### src/rtl/latched_xcvr_pkg.sv
package latched_xcvr_pkg;
  localparam int NUM_DIR = 2;
  localparam int DIR_AB  = 0;
  localparam int DIR_BA  = 1;

  // Per-direction strobes decoded from the active-low controls
  typedef struct packed {
    logic [NUM_DIR-1:0] gateOpen;  // bank follows its input
    logic [NUM_DIR-1:0] driveOn;   // far-side buffer enabled
  } xcvrStrobes_t;
endpackage

### src/rtl/xcvr_ctrl.sv
module xcvr_ctrl
  import latched_xcvr_pkg::*;
(
  input  logic               rstN,
  input  logic [NUM_DIR-1:0] enN,
  input  logic [NUM_DIR-1:0] latchN,
  input  logic [NUM_DIR-1:0] oeN,
  output xcvrStrobes_t       strobes
);
  for (genvar d = 0; d < NUM_DIR; d++) begin : g_dir
    // Transparent only while both enable and latch enable are low
    assign strobes.gateOpen[d] = ~(enN[d] | latchN[d]);
    // Drive needs enable and output enable low, and reset released
    assign strobes.driveOn[d]  = rstN & ~(enN[d] | oeN[d]);
  end
endmodule

### src/rtl/xcvr_latch_bank.sv
module xcvr_latch_bank #(
  parameter int DATA_W = 8
) (
  input  logic              clk,
  input  logic              rstN,
  input  logic              gateOpen,
  input  logic [DATA_W-1:0] din,
  output logic [DATA_W-1:0] dout
);
  logic [DATA_W-1:0] stored;

  always_ff @(posedge clk or negedge rstN) begin
    if (!rstN)         stored <= '0;
    else if (gateOpen) stored <= din;
  end

  // Open bank bypasses storage so the far side follows without delay
  assign dout = gateOpen ? din : stored;


  hold_closed_chk: assert property (@(posedge clk) disable iff (!rstN)
    ($past(rstN) && !$past(gateOpen)) |-> $stable(stored));


  capture_on_close_chk: assert property (@(posedge clk) disable iff (!rstN)
    ($past(rstN) && $past(gateOpen) && !gateOpen) |-> (dout == $past(din)));
endmodule

### src/rtl/xcvr_datapath.sv
module xcvr_datapath
  import latched_xcvr_pkg::*;
#(
  parameter int DATA_W = 8
) (
  input  logic                           clk,
  input  logic                           rstN,
  input  xcvrStrobes_t                   strobes,
  input  logic [NUM_DIR-1:0][DATA_W-1:0] dataIn,
  output logic [NUM_DIR-1:0][DATA_W-1:0] dataOut,
  output logic [NUM_DIR-1:0]             driveEn
);
  for (genvar d = 0; d < NUM_DIR; d++) begin : g_bank
    xcvr_latch_bank #(.DATA_W(DATA_W)) u_bank (
      .clk     (clk),
      .rstN    (rstN),
      .gateOpen(strobes.gateOpen[d]),
      .din     (dataIn[d]),
      .dout    (dataOut[d])
    );
    assign driveEn[d] = strobes.driveOn[d];
  end
endmodule

### src/rtl/latched_xcvr.sv
module latched_xcvr
  import latched_xcvr_pkg::*;
#(
  parameter int DATA_W = 8
) (
  input  logic              clk,
  input  logic              rstN,
  input  logic              enAbN,
  input  logic              latchAbN,
  input  logic              oeAbN,
  input  logic              enBaN,
  input  logic              latchBaN,
  input  logic              oeBaN,
  input  logic [DATA_W-1:0] aIn,
  input  logic [DATA_W-1:0] bIn,
  output logic [DATA_W-1:0] aOut,
  output logic              aDriveEn,
  output logic [DATA_W-1:0] bOut,
  output logic              bDriveEn
);
  xcvrStrobes_t                   strobes;
  logic [NUM_DIR-1:0][DATA_W-1:0] dataIn;
  logic [NUM_DIR-1:0][DATA_W-1:0] dataOut;
  logic [NUM_DIR-1:0]             driveEn;

  xcvr_ctrl u_ctrl (
    .rstN   (rstN),
    .enN    ({enBaN, enAbN}),
    .latchN ({latchBaN, latchAbN}),
    .oeN    ({oeBaN, oeAbN}),
    .strobes(strobes)
  );

  assign dataIn[DIR_AB] = aIn;
  assign dataIn[DIR_BA] = bIn;

  xcvr_datapath #(.DATA_W(DATA_W)) u_dp (
    .clk    (clk),
    .rstN   (rstN),
    .strobes(strobes),
    .dataIn (dataIn),
    .dataOut(dataOut),
    .driveEn(driveEn)
  );

  assign bOut     = dataOut[DIR_AB];
  assign bDriveEn = driveEn[DIR_AB];
  assign aOut     = dataOut[DIR_BA];
  assign aDriveEn = driveEn[DIR_BA];


  ab_transparent_chk: assert property (@(posedge clk) disable iff (!rstN)
    (!enAbN && !latchAbN) |-> (bOut == aIn));


  ba_transparent_chk: assert property (@(posedge clk) disable iff (!rstN)
    (!enBaN && !latchBaN) |-> (aOut == bIn));


  ab_hiz_chk: assert property (@(posedge clk) disable iff (!rstN)
    (enAbN || oeAbN) |-> !bDriveEn);


  ba_hiz_chk: assert property (@(posedge clk) disable iff (!rstN)
    (enBaN || oeBaN) |-> !aDriveEn);

  // R2 (system assumption: one driver at a time)
  no_contention_chk: assert property (@(posedge clk) disable iff (!rstN)
    !(aDriveEn && bDriveEn));


  always_comb begin
    if (!rstN) begin
      reset_hiz_chk: assert (!aDriveEn && !bDriveEn);
    end
  end
endmodule

### config.mk
export PLATFORM = sky130hd
export DESIGN_NAME = latched_xcvr
export DESIGN_NICKNAME = d
export VERILOG_FILES = /design/src/rtl/latched_xcvr_pkg.sv /design/src/rtl/xcvr_ctrl.sv /design/src/rtl/xcvr_latch_bank.sv /design/src/rtl/xcvr_datapath.sv /design/src/rtl/latched_xcvr.sv
export SDC_FILE = /design/constraint.sdc
export NUM_CORES = 1
export LEC_CHECK = 0
export ABC_AREA = 1
export ABC_CLOCK_PERIOD_IN_PS = 1490
export CAP_MARGIN = 20
export CORE_MARGIN = 2
export CORE_UTILIZATION = 34
export CTS_CLUSTER_DIAMETER = 30
export DETAILED_ROUTE_END_ITERATION = 16
export PLACE_DENSITY_LB_ADDON = 0.12
export SLEW_MARGIN = 20
export SYNTH_ARGS = -nofsm -noshare
export SYNTH_HDL_FRONTEND = slang
export SYNTH_SLANG_ARGS = --single-unit
export TNS_END_PERCENT = 30
### constraint.sdc
create_clock -name clk -period 1.49 [get_ports clk]
set_input_delay 0.2235 -clock clk [delete_from_list [all_inputs] [get_ports clk]]
set_output_delay 0.2235 -clock clk [all_outputs]
set_load 0.02 [all_outputs]
==> reports/results.tsv <==
metric	value	unit
outcome	finished, final reports clean	
synth_top_family_by_area	simple AND/OR/NAND/NOR gates	
ys_types	8	
endpoint	aDriveEn	
regMostFlops	u_dp.g_bank.u_bank.stored	
yosysMostFrequentCell	nand2_1	
finalSetupTns	0	ns
fin_nets	155	
die_x	47.83	µm
crit_chain	clkdlybuf4s50_1, inv_1, nor3_1, dlygate4sd1_1	
start_util	37.02	%
drt-wirelength-per-cell	11.28	µm
grt.met2_usage	29.60	%
worstSetupPathType	input pin to output port	
design_area	0.001194	mm²
fin_skew	0	ns
globalplace.congestion	0.6812	
synth_fa_ha_area_share	0	%
drv_cap	0	
reg_top3	u_dp.g_bank.u_bank.stored: 16 flops	
synth_seq_cells	16	
num-fill-cells	180	
rrSetupSlack	0.71	ns
cts_sinks	16	
largest_register_ff_count	16	
fmax	693.1	MHz
numCtsBuffers	3	
syn_area_per_cell	9.199	µm²
netlist_area	653.1	µm²
critical-path-top-delay-family	buffers and inverters	
grt_use_met3	4.906	%
ir_drop	680.7	µV
path_buf_inv	3	
synthTopCellsByArea	dfrtp_1 (61%), nand2_1 (18%), o21ai_0 (12%), nor2_4 (3.4%), buf_6 (1.7%)	
synthMuxAreaShare	0	%
cts_tree	done	
critPathLaunch	rstN	
tightest_slew	0.2116	ns
yosysWarnings	0	
synthTopCellsByCount	nand2_1 (32), dfrtp_1 (16), o21ai_0 (16)	
first_pass_iters	4	
layout_min_cycle_time	1.443	ns
insertion_delay	0.27	ns
placed_cells	147	
routed_wl	1.748	mm
use_met1	20.90	%
die_h	47.83	µm
cts_max_path_buffers	2	
dr.first_iter.drc_count	8	
grt_pass1_vias	684	
critPathRequiredTime	1.27	ns
vias	723	
dieArea	0.002288	mm²
grt_pass1_wl	2.753	mm
hold_class	input pin to asynchronous set/reset pin	
rr_worst_depth	3	
coreArea	0.001764	mm²
r2r-end	u_dp.g_bank[1].u_bank.stored[3]$_DFF_PN0_	
pwr_density_cell	943.4	mW/mm²
ant_nets	0	
vias_per_cell	4.665	
critPathCaptureType	output port	
crit_slowest_cell	clkdlybuf4s50_1	
synth_edf_count	0	
track_usage	17.50	%
syn_inst	71	
critPathMaxFanout	2	
io_buffers	41	
path_clk_slew	0.09	ns
reg2reg_from	u_dp.g_bank[1].u_bank.stored[3]$_DFF_PN0_	
rows	15	
rsz0062_at_grt	false	
startpoint_type	input pin	
overflow	0	
syn_nets	95	
antenna_found_initial	0	
synth_compound_area_share	12.26	%
io_pins	42	
max_stage_delay	0.48	ns
syn_to_final_growth	82.76	%
placed_area	0.001169	mm²
async_flop_share	100.0	%
ctsHtreeMaxLevel	1	
dp_hpwl	1.348	mm
synth-xor-area-share	0	%
grt.busiest_layer	met2	
fin_crit_sh	96.84	%
grt_max_degree	17	
cts_root_buffer	clkbuf_4	
finalSetupViolations	0	
relSlewSlack	85.94	%
crit_cells	4	
synth_area_leader_cell	dfrtp_1	
drv_slew	0	
synth_top_area_share	61.30	%
fin_cells	155	
drive_above_1_share	30.00	%
seq_area_frac_synth	61.30	%
crit_arrival	1.22	ns
n_antenna_cell	0	
p_leak	0.6037	nW
route.detailed.drc	0	
synthFlopType	dfrtp_1	
synthSimpleGateAreaFrac	23.37	%
finalHoldViolCount	0	
==> logic make-up (layout without fill, tap and decap cells) <==
family | count (synthesis) | after routing
AO/OA/AOI/OAI | 16 | 16
buffers and inverters | 3 | 62
flip-flops | 16 | 16
AND/OR/NAND/NOR | 36 | 36
==> layer usage <==
metal	wire length, µm	part of all wire (%)	vias to the layer above
li1	-	-	352
met1	717	41	342
met2	889	51	27
met3	124	7.1	2
met4	17	0.97	0
met5	0	0	-
==> layout by cell type (no fill, tap or decap), drive strengths merged <==
cell	Yosys	layout
nand2	32	32
buf	2	24
clkdlybuf4s50	0	19
dfrtp	16	16
o21ai	16	16
clkdlybuf4s15	0	8
clkbuf	0	5
dlygate4sd2	0	4
nor2	2	2
nor3	2	2
inv	1	1
dlygate4sd1	0	1
==> worst min path at each step <==
stage / start / slack [ns] / end / cells after the start
floorplan: rstN / -0.07 / u_dp.g_bank[0].u_bank.stored[0]$_DFF_PN0_ / 0
global placement: u_dp.g_bank[0].u_bank.stored[4]$_DFF_PN0_ / 0.47 / u_dp.g_bank[0].u_bank.stored[4]$_DFF_PN0_ / 2
detailed placement: u_dp.g_bank[0].u_bank.stored[7]$_DFF_PN0_ / 0.48 / u_dp.g_bank[0].u_bank.stored[7]$_DFF_PN0_ / 2
CTS: rstN / 0.29 / u_dp.g_bank[0].u_bank.stored[5]$_DFF_PN0_ / 2
global route: rstN / 0.30 / u_dp.g_bank[0].u_bank.stored[5]$_DFF_PN0_ / 2
finish: rstN / 0.29 / u_dp.g_bank[1].u_bank.stored[2]$_DFF_PN0_ / 2
==> final cells by class <==
| cell class | count | area [µm²] | area share, % |
|---|---|---|---|
| clock buffers | 4 | 36.28 | 3.040 |
| inverters | 1 | 3.754 | 0.3145 |
| multi-input cells | 52 | 232.7 | 19.50 |
| flip-flops and latches | 16 | 400.4 | 33.54 |
| well taps | 25 | 31.28 | 2.621 |
| repair buffers | 57 | 489.2 | 40.99 |
==> power by group <==
part | internal, mW | switching (mW) | leakage [nW] | total [mW]
combinational | 0.168 | 0.181 | 0.385 | 0.349
sequential | 0.487 | 0.0123 | 0.198 | 0.499
clock | 0.148 | 0.130 | 0.0210 | 0.278
==> per-stage QoR <==
stage	hold slack, ns	setup WS, ns	power (mW)	utilization [%]
6_report	0.2942	0.04712	1.126	67.66
5_1_grt	0.2986	0.001507	1.197	67.66
4_1_cts	0.2916	0.03578	1.148	67.94
3_5_place_dp	0.4836	-0.4687	0.8929	66.24
3_3_place_gp	0.4732	-0.4335	0.8849	66.24
2_1_floorplan	-0.07209	0.3764	0.6532	-
==> timing repair <==
action | in CTS | in global routing
resized for setup | 64 | 4
pin swaps | 1 | 0
endpoints found under the setup margin | 18 | 2
hold buffers | 0 | 0
buffers inserted | 4 | 0
Note: power is estimated with default switching activity, not from simulation.
